### src/rtl/edo_ctrl_pkg.sv
package edo_ctrl_pkg;

    localparam int WORD_AW = 22;
    localparam int DATA_W  = 16;
    localparam int LANES   = 2;

    // geometry 0: 13/9, 1: 12/10, 2: 11/11 row/column bits
    function automatic int row_w(input int geom);
        return 13 - geom;
    endfunction

    function automatic int col_w(input int geom);
        return 9 + geom;
    endfunction

    typedef enum logic [3:0] {
        ST_IDLE,
        ST_ROW,
        ST_RAS,
        ST_COL,
        ST_CAS,
        ST_PAGE,
        ST_PRE,
        ST_RCAS,
        ST_RREF
    } seq_state_t;

    typedef struct packed {
        logic                 we;
        logic [LANES-1:0]     be;
        logic [WORD_AW-1:0]   addr;
        logic [DATA_W-1:0]    wdata;
    } host_req_t;

    function automatic logic row_open(input seq_state_t s);
        return (s == ST_RAS) || (s == ST_COL) || (s == ST_CAS) || (s == ST_PAGE);
    endfunction

endpackage

### src/rtl/edo_refresh_timer.sv
module edo_refresh_timer #(
    parameter int INTERVAL = 780,
    localparam int TW = $clog2(INTERVAL + 1)
) (
    input  logic clk,
    input  logic rst,
    input  logic ack,
    output logic pend
);
    logic [TW-1:0] tcnt;
    logic          tick;

    assign tick = (tcnt == TW'(INTERVAL - 1));

    always_ff @(posedge clk) begin
        if (rst) begin
            tcnt <= '0;
            pend <= 1'b0;
        end else begin
            tcnt <= tick ? '0 : tcnt + TW'(1);
            pend <= (pend && !ack) || tick;
        end
    end
endmodule

### src/rtl/edo_addr_mux.sv
module edo_addr_mux
    import edo_ctrl_pkg::*;
#(
    parameter int GEOM = 0,
    localparam int ROW_W = row_w(GEOM),
    localparam int COL_W = col_w(GEOM)
) (
    input  logic [WORD_AW-1:0] open_addr,
    input  logic [ROW_W-1:0]   next_row,
    input  logic               sel_col,
    output logic [ROW_W-1:0]   pin_addr,
    output logic               row_hit
);
    logic [ROW_W-1:0] col_pad;
    logic [ROW_W-1:0] open_row;

    generate
        if (COL_W == ROW_W) begin : g_same
            assign col_pad = open_addr[COL_W-1:0];
        end else begin : g_pad
            assign col_pad = {{(ROW_W - COL_W){1'b0}}, open_addr[COL_W-1:0]};
        end
    endgenerate

    assign open_row = open_addr[WORD_AW-1:COL_W];
    assign pin_addr = sel_col ? col_pad : open_row;
    assign row_hit  = (next_row == open_row);
endmodule

### src/rtl/edo_seq.sv
module edo_seq
    import edo_ctrl_pkg::*;
#(
    parameter int T_RCD     = 2,
    parameter int T_CAS     = 2,
    parameter int T_RP      = 2,
    parameter int T_REF_RAS = 3,
    parameter int T_RAS_MAX = 40,
    localparam int TMAX = (T_RCD > T_CAS ? T_RCD : T_CAS) > (T_RP > T_REF_RAS ? T_RP : T_REF_RAS)
                        ? (T_RCD > T_CAS ? T_RCD : T_CAS) : (T_RP > T_REF_RAS ? T_RP : T_REF_RAS),
    localparam int CW  = $clog2(TMAX + 1),
    localparam int RCW = $clog2(T_RAS_MAX + 1) + 1
) (
    input  logic              clk,
    input  logic              rst,
    input  logic              req_valid,
    output logic              req_ready,
    input  host_req_t         req_in,
    input  logic              row_hit,
    input  logic              ref_pend,
    output logic              ref_ack,
    output host_req_t         cur,
    output logic              sel_col,
    input  logic [DATA_W-1:0] dq_in,
    output logic              rd_valid,
    output logic [DATA_W-1:0] rd_data,
    output logic              ras_n,
    output logic              lcas_n,
    output logic              ucas_n,
    output logic              we_n,
    output logic              oe_n,
    output logic [LANES-1:0]  dq_oe
);
    seq_state_t      state;
    logic [CW-1:0]   cnt;
    logic [RCW-1:0]  ras_cnt;
    logic            ras_limit;
    logic            accept;
    logic            in_cas;
    logic            in_ref;
    logic            wr_phase;

    assign ras_limit = (ras_cnt >= RCW'(T_RAS_MAX));
    assign req_ready = !ref_pend &&
                       ((state == ST_IDLE) ||
                        ((state == ST_PAGE) && !ras_limit && row_hit));
    assign accept    = req_valid && req_ready;
    assign ref_ack   = (state == ST_IDLE) && ref_pend;

    always_ff @(posedge clk) begin
        if (rst) begin
            state    <= ST_IDLE;
            cnt      <= '0;
            ras_cnt  <= '0;
            cur      <= '0;
            rd_valid <= 1'b0;
            rd_data  <= '0;
        end else begin
            rd_valid <= 1'b0;
            if (state == ST_ROW) begin
                ras_cnt <= '0;
            end else if (row_open(state) && ras_cnt != '1) begin
                ras_cnt <= ras_cnt + RCW'(1);
            end
            unique case (state)
                ST_IDLE: begin
                    cnt <= '0;
                    if (ref_pend) begin
                        state <= ST_RCAS;
                    end else if (accept) begin
                        cur   <= req_in;
                        state <= ST_ROW;
                    end
                end
                ST_ROW: begin
                    cnt   <= '0;
                    state <= ST_RAS;
                end
                ST_RAS: begin
                    if (cnt == CW'(T_RCD - 1)) begin
                        cnt   <= '0;
                        state <= ST_COL;
                    end else begin
                        cnt <= cnt + CW'(1);
                    end
                end
                ST_COL: begin
                    cnt   <= '0;
                    state <= ST_CAS;
                end
                ST_CAS: begin
                    if (cnt == CW'(T_CAS - 1)) begin
                        cnt   <= '0;
                        state <= ST_PAGE;
                        if (!cur.we) begin
                            rd_valid <= 1'b1;
                            rd_data  <= dq_in;
                        end
                    end else begin
                        cnt <= cnt + CW'(1);
                    end
                end
                ST_PAGE: begin
                    cnt <= '0;
                    if (accept) begin
                        cur   <= req_in;
                        state <= ST_COL;
                    end else if (ref_pend || ras_limit || req_valid) begin
                        state <= ST_PRE;
                    end
                end
                ST_PRE: begin
                    if (cnt == CW'(T_RP - 1)) begin
                        cnt   <= '0;
                        state <= ST_IDLE;
                    end else begin
                        cnt <= cnt + CW'(1);
                    end
                end
                ST_RCAS: begin
                    cnt   <= '0;
                    state <= ST_RREF;
                end
                ST_RREF: begin
                    if (cnt == CW'(T_REF_RAS - 1)) begin
                        cnt   <= '0;
                        state <= ST_PRE;
                    end else begin
                        cnt <= cnt + CW'(1);
                    end
                end
                default: state <= ST_IDLE;
            endcase
        end
    end

    always_comb begin
        in_cas   = (state == ST_CAS);
        in_ref   = (state == ST_RCAS) || (state == ST_RREF);
        wr_phase = cur.we && ((state == ST_COL) || (state == ST_CAS));
        ras_n    = !(row_open(state) || (state == ST_RREF));
        lcas_n   = !((in_cas && cur.be[0]) || in_ref);
        ucas_n   = !((in_cas && cur.be[1]) || in_ref);
        we_n     = !wr_phase;
        oe_n     = !(in_cas && !cur.we);
        dq_oe    = wr_phase ? cur.be : '0;
        sel_col  = (state == ST_COL) || in_cas;
    end
endmodule

### src/rtl/edo_dram_ctrl.sv
module edo_dram_ctrl
    import edo_ctrl_pkg::*;
#(
    parameter int GEOM         = 0,
    parameter int T_RCD        = 2,
    parameter int T_CAS        = 2,
    parameter int T_RP         = 2,
    parameter int T_REF_RAS    = 3,
    parameter int T_RAS_MAX    = 40,
    parameter int REF_INTERVAL = 780,
    localparam int ROW_W = row_w(GEOM),
    localparam int COL_W = col_w(GEOM)
) (
    input  logic               clk,
    input  logic               rst,
    input  logic               req_valid,
    output logic               req_ready,
    input  logic               req_we,
    input  logic [LANES-1:0]   req_be,
    input  logic [WORD_AW-1:0] req_addr,
    input  logic [DATA_W-1:0]  req_wdata,
    output logic               rd_valid,
    output logic [DATA_W-1:0]  rd_data,
    output logic               dram_ras_n,
    output logic               dram_lcas_n,
    output logic               dram_ucas_n,
    output logic               dram_we_n,
    output logic               dram_oe_n,
    output logic [ROW_W-1:0]   dram_addr,
    output logic [DATA_W-1:0]  dram_dq_out,
    output logic [LANES-1:0]   dram_dq_oe,
    input  logic [DATA_W-1:0]  dram_dq_in
);
    host_req_t req_in;
    host_req_t cur;
    logic      ref_pend;
    logic      ref_ack;
    logic      row_hit;
    logic      sel_col;

    assign req_in      = '{we: req_we, be: req_be, addr: req_addr, wdata: req_wdata};
    assign dram_dq_out = cur.wdata;

    edo_refresh_timer #(.INTERVAL(REF_INTERVAL)) i_timer (
        .clk  (clk),
        .rst  (rst),
        .ack  (ref_ack),
        .pend (ref_pend)
    );

    edo_addr_mux #(.GEOM(GEOM)) i_mux (
        .open_addr (cur.addr),
        .next_row  (req_addr[WORD_AW-1:COL_W]),
        .sel_col   (sel_col),
        .pin_addr  (dram_addr),
        .row_hit   (row_hit)
    );

    edo_seq #(
        .T_RCD     (T_RCD),
        .T_CAS     (T_CAS),
        .T_RP      (T_RP),
        .T_REF_RAS (T_REF_RAS),
        .T_RAS_MAX (T_RAS_MAX)
    ) i_seq (
        .clk       (clk),
        .rst       (rst),
        .req_valid (req_valid),
        .req_ready (req_ready),
        .req_in    (req_in),
        .row_hit   (row_hit),
        .ref_pend  (ref_pend),
        .ref_ack   (ref_ack),
        .cur       (cur),
        .sel_col   (sel_col),
        .dq_in     (dram_dq_in),
        .rd_valid  (rd_valid),
        .rd_data   (rd_data),
        .ras_n     (dram_ras_n),
        .lcas_n    (dram_lcas_n),
        .ucas_n    (dram_ucas_n),
        .we_n      (dram_we_n),
        .oe_n      (dram_oe_n),
        .dq_oe     (dram_dq_oe)
    );
endmodule

### config.mk
export PLATFORM = sky130hd
export DESIGN_NAME = edo_dram_ctrl
export DESIGN_NICKNAME = d
export VERILOG_FILES = /design/src/rtl/edo_ctrl_pkg.sv /design/src/rtl/edo_refresh_timer.sv /design/src/rtl/edo_addr_mux.sv /design/src/rtl/edo_seq.sv /design/src/rtl/edo_dram_ctrl.sv
export SDC_FILE = /design/constraint.sdc
export NUM_CORES = 1
export LEC_CHECK = 0
export BUFFER_PORTS_ARGS = -buffer_cell sky130_fd_sc_hd__buf_2
export CORE_ASPECT_RATIO = 0.5
export CORE_MARGIN = 3
export CORE_UTILIZATION = 56
export DETAILED_ROUTE_END_ITERATION = 8
export PLACE_DENSITY = 0.85
export SLEW_MARGIN = 10
export SYNTH_ARGS = -nofsm -noshare
export SYNTH_HDL_FRONTEND = slang
export SYNTH_SLANG_ARGS = --single-unit
### constraint.sdc
create_clock -name clk -period 3.95 [get_ports clk]
set_input_delay 0.79 -clock clk [delete_from_list [all_inputs] [get_ports clk]]
set_output_delay 0.79 -clock clk [all_outputs]
set_load 0.005 [all_outputs]
After elaboration in Yosys (flattened, before gate mapping)
Cells that the tools add are included.

word-level totals
  register bits after elaboration = 82
  latch bits = 0
  RAM bits = 0
  bits in read-only memories = 0
  input bits = 60
  memories kept = 0

cells by class
  add/sub/neg operators = 3
  $mul = 0
  divide/modulo/power cells = 0
  order comparisons = 1
  equal/unequal tests = 20
  shift-type cells = 0
  multiplexer cells = 18
  bitwise operators = 3
  reductions and logical operators = 43

operator list
  kind                                                 count
  2-to-1 mux 41 bit                                    2
  case mux 41 bit (2 select lines)                     1
  case mux 4 bit (9 select lines)                      1
  2-to-1 mux 4 bit                                     8
  equality test 4 x 3 -> 1 bit, second input constant  4
  equality test 13 bit                                 1
  2-to-1 mux 13 bit                                    1
  logical OR 1 bit                                     12
  logical AND 1 bit                                    11
  adder 10 x 1 -> 10 bit, second input constant        1
  equality test 10 bit, second input constant          1
  logical NOT 1 bit                                    9
  equality test 4 x 2 -> 1 bit, second input constant  2
  adder 7 x 1 -> 7 bit, second input constant          1
  >= comparator 7 x 6 -> 1 bit, second input constant  1
  != test 7 bit, second input constant                 1
  2-to-1 mux 2 bit                                     3
  != test 2 bit, second input constant                 3
  != test 3 x 2 -> 1 bit, second input constant        2
  case mux 2 bit (3 select lines)                      1
  AND reduction 6 bit                                  1
  OR reduction 3 bit                                   2
  OR reduction 5 bit                                   1
  equality test 4 x 1 -> 1 bit, second input constant  1
  other kinds (13)                                     17

Logic depth before layout (Yosys ltp)
  depth after elaboration = 10
  gate-level depth with buffers = 7
  gate-level depth less buffers = 6

Modules after synthesis
Synthesis repeated with hierarchy kept, for this count alone.

unflattened totals
  cells, all modules = 447
  area, all modules = 3943.8 µm²

modules (own cells, without submodules)
  module             instances  cells each  area an instance (µm²)
  edo_seq            1          364         3190.6
  edo_refresh_timer  1          52          474.2
  edo_addr_mux       1          31          279.0

Worst setup path before layout
Ideal clock, no wire load.

  path type = input to output
  start point = in req_addr[16]
  end point = out req_ready
  arrival time = 1918 ps
  setup slack = 1242 ps
  cell stages on the path = 4
  buffers on the path = 0
  cells stage by stage = xor2_1 -> or4_1 -> or2_2 -> a21oi_1

on the way
  longest elaborated chain between the ends = 4

RTL lines
  item                  line                 text
  start, declared       edo_dram_ctrl.sv:20  input logic [WORD_AW-1:0] req_addr,
  equality test 13 bit  edo_addr_mux.sv:27   assign row_hit = (next_row == open_row);
  logical AND 1 bit     edo_seq.sv:46        ((state == ST_PAGE) && !ras_limit && row_hit));
  logical OR 1 bit      edo_seq.sv:45        ((state == ST_IDLE) ||
  logical AND 1 bit     edo_seq.sv:44        assign req_ready = !ref_pend &&
  end, declared         edo_dram_ctrl.sv:17  output logic req_ready,

Every way passes these cells.

Worst setup path after layout
  start point = reg i_seq.state[0]
  end point = out req_ready

on the way
  longest elaborated chain between the ends = 5
  elaborated cells between the ends (all ways) = 6
  classes of those cells = eq/ne (1); reduce/logical (5)

RTL lines
  item                             line           text
  start, declared                  edo_seq.sv:34  seq_state_t state;
  start signal, assigned           edo_seq.sv:52  state <= ST_IDLE;
  start signal, assigned           edo_seq.sv:69  state <= ST_RCAS;
  start signal, assigned           edo_seq.sv:72  state <= ST_ROW;
  equality test 4 x 3 -> 1 bit     edo_seq.sv:46
  logical AND 1 bit (2 in series)  edo_seq.sv:46
  logical OR 1 bit *               edo_seq.sv:45
  logical AND 1 bit *              edo_seq.sv:44

Every way passes the cells marked *; elsewhere a longest branch is shown, timed or not.

==> metrics.yaml <==
run_status: "complete, no violations"
viasPerCell: 5.135
via_count: 3348
antenna_found_initial: 0
vdd_ir_drop_max_mv: 0.3446
min_from: "i_seq.rd_data[8]"
syn_nets: 536
yosysWarningCount: 0
first_pass_iters: 4
path_class: "register to primary output"
cp-end-kind: "primary output"
worst_hold_path_type: "register to register"
rsz0062_at_grt: "no"
cts_sinks: 82
arrival_ns: 2.64
fin_skew_ns: 0.005224
max_slew_margin_pct: 29.73
seqPwrFrac_pct: 39.4
cts-root-buf: "clkbuf_16"
final_common_cell: "nand2_1"
layout_common_cells: "nand2_1 (128), buf_2 (113), dfxtp_1 (82)"
synthFlopType: "dfxtp_1"
grt_usage_pct: 21.80
hold_buffers: 0
yosys.area_share.simple_pct: 23.70
synthAdderAreaFrac_pct: 0.9557
slowest_stage: "dfxtp_1"
post-cts-setup-buffer-count: 0
switching_share_pct: 32.14
netlist_area_sq_mm: 0.003928
postSynthRegisterBits: 82
reg2reg_depth: 6
required_ns: 3.16
min_period_ns: 3.430
worstMarginPinSlew_ns: 1.052
rows: 20
fillers: 495
drv_slew: 0
insertion_delay_ns: 0.34
p_switching_mw: 0.8721
crit_fanout: 18
drc: 0
setup_tns_ns: 0
coreArea_sq_mm: 0.006406
synth_top_family_by_area: "simple AND/OR/NAND/NOR gates"
synth-edff-count: 0
synth_compound_area_share_pct: 7.837
combPwrFrac_pct: 31.1
fp.dieW_microns: 124.4
finalSetupViolations: 0
finalNetCount: 622
syn_inst: 473
layout-drive-gt1-share_pct: 26.42
clk_path_buf_depth: 2
ios: 114
cp_cell_sequence: "and4bb_1, nand3b_1, or4_1, or2_2, a21oi_1, buf_2"
htree_num_levels: 3
synthArstFlopShare_pct: 0
drt_wl_total_microns: 8564
first_global_vias: 3060
synth-xor-area-share_pct: 6.021
reg2reg_to: "i_seq.cur[24]"
cp-start-kind: "register"
crit_path_max_incr_delay_ns: 0.66
numCtsBuffers: 9
grt_pass1_wl_microns: 14480
final_antenna_net_count: 0
pwr-share-clk_pct: 29.5
fmax_ghz: 0.2916
regToRegSetupSlack_ns: 1.35
place_congestion: 0.8999
grt_max_degree: 65
max-cap-violations: 0
detail_route.wl_per_cell_microns: 13.13
ys_seq_area_share_pct: 41.80
power_leakage_nw: 2.065
die_area_sq_mm: 0.008115
portBuffers: 113
cts_tree: "built"
holdPathStages: 2
hold-worst-slack_ns: 0.4520
synth_cell_types: 44
reg2reg_from: "i_seq.state[0]"
drt_iter0_drc: 193
min_to: "i_seq.rd_data[8]"
cts.reportedPaths.clkPinSlew_ns: 0.06
fp.dieH_microns: 65.22
diodes: 0
power.internal_mw: 1.841
area_growth_syn_to_layout_pct: 19.56
avgSynthCellArea_sq_um: 8.303
hpwlAfterDp_microns: 6090
powerDensity_mw_per_mm2: 577.8
start_util_pct: 61.31
synthMuxAreaShare_pct: 13.03
cts_resized: 0
hold_violations: 0
min_period_over_period_pct: 86.83
grt_overflow: 0
-- per-stage QoR --
stage               setup WS, ns  instances  util [%]  cell area (sq um)  total power [mW]
floorplan                  1.242        473         -               3928             1.705
global placement          0.8895        636     68.83               4409             1.903
detailed placement        0.8404        636     68.83               4409             1.928
CTS                       0.5119        652     73.30               4696             2.743
global route              0.3958        652     73.30               4696             2.898
finish                    0.5203        652     73.30               4696             2.713
-- worst max path at each step --
stage	from	end	slack, ns	cells past startpoint
floorplan	req_addr[16]	req_ready	1.24	4
global placement	req_addr[20]	req_ready	0.89	7
detailed placement	req_addr[10]	req_ready	0.84	7
CTS	i_seq.state[0]	req_ready	0.51	6
global route	i_seq.state[0]	req_ready	0.40	6
finish	i_seq.state[0]	req_ready	0.52	6
-- metal layers --
| layer | vias up | GRT usage [%] | share of wire [%] |
|---|---|---|---|
| met1 | 1494 | 27.68 | 45 |
| met3 | 13 | 8.523 | 7.8 |
| met4 | 0 | 6.557 | 1.6 |
| li1 | 1730 | - | - |
| met2 | 111 | 34.68 | 45 |
| met5 | - | 0 | 0 |
-- power by group through the flow --
stage	registers [mW]	logic, mW	clock network [mW]
final	1.07	0.843	0.801
after CTS	1.07	0.855	0.819
after global routing	1.09	0.945	0.863
after detailed placement	1.08	0.844	0
after floorplan	1.03	0.676	0
after global placement	1.08	0.825	0
-- cells by family after synthesis --
| family | Yosys count |
|---|---|
| AOI/OAI and AO/OA | 50 |
| xor gates and xnor gates | 27 |
| adders and majority gates | 3 |
| buffers and inverters | 49 |
| DFF | 82 |
| muxes | 50 |
| and+or+nand+nor | 212 |
-- worst max-delay path: cells and delay by family, from the launching register on --
family / cells / cell delay [ns]
flip-flops: 1 / 0.66
AO/OA/AOI/OAI: 1 / 0.15
AND/OR/NAND/NOR: 4 / 1.36
buffers and inverters: 1 / 0.13
-- layout make-up --
| cell class | count | area (sq um) | area share, % |
|---|---|---|---|
| multi-input cells | 342 | 2032 | 43.27 |
| flip-flops and latches | 82 | 1642 | 34.96 |
| repair buffers | 118 | 603.1 | 12.84 |
| clock buffers | 10 | 229.0 | 4.876 |
| well taps | 88 | 110.1 | 2.345 |
| clock inverters | 6 | 57.56 | 1.226 |
| inverters | 6 | 22.52 | 0.4796 |
-- synthesized netlist by cell type, types with 9 or more instances --
cell      instances  area share (%)
dfxtp_1          82              42
xor2_1           17             3.8
a21oi_1          25             3.2
clkbuf_1         21             2.0
buf_4            20             3.8
xnor2_1          10             2.2
mux2i_1          41              10
nor2_1           35             3.3
nand2_1         128              12
mux2_2            9             2.6
-- flip-flops by register name, indices dropped and copies added (netlist names) --
signal / cells
i_seq.ras_cnt: 7
i_seq.cnt: 2
i_timer.tcnt: 10
i_seq.rd_data: 16
i_timer.pend: 1
i_seq.state: 4
i_seq.rd_valid: 1
i_seq.cur: 41
Power figures use the tool's default switching activity.
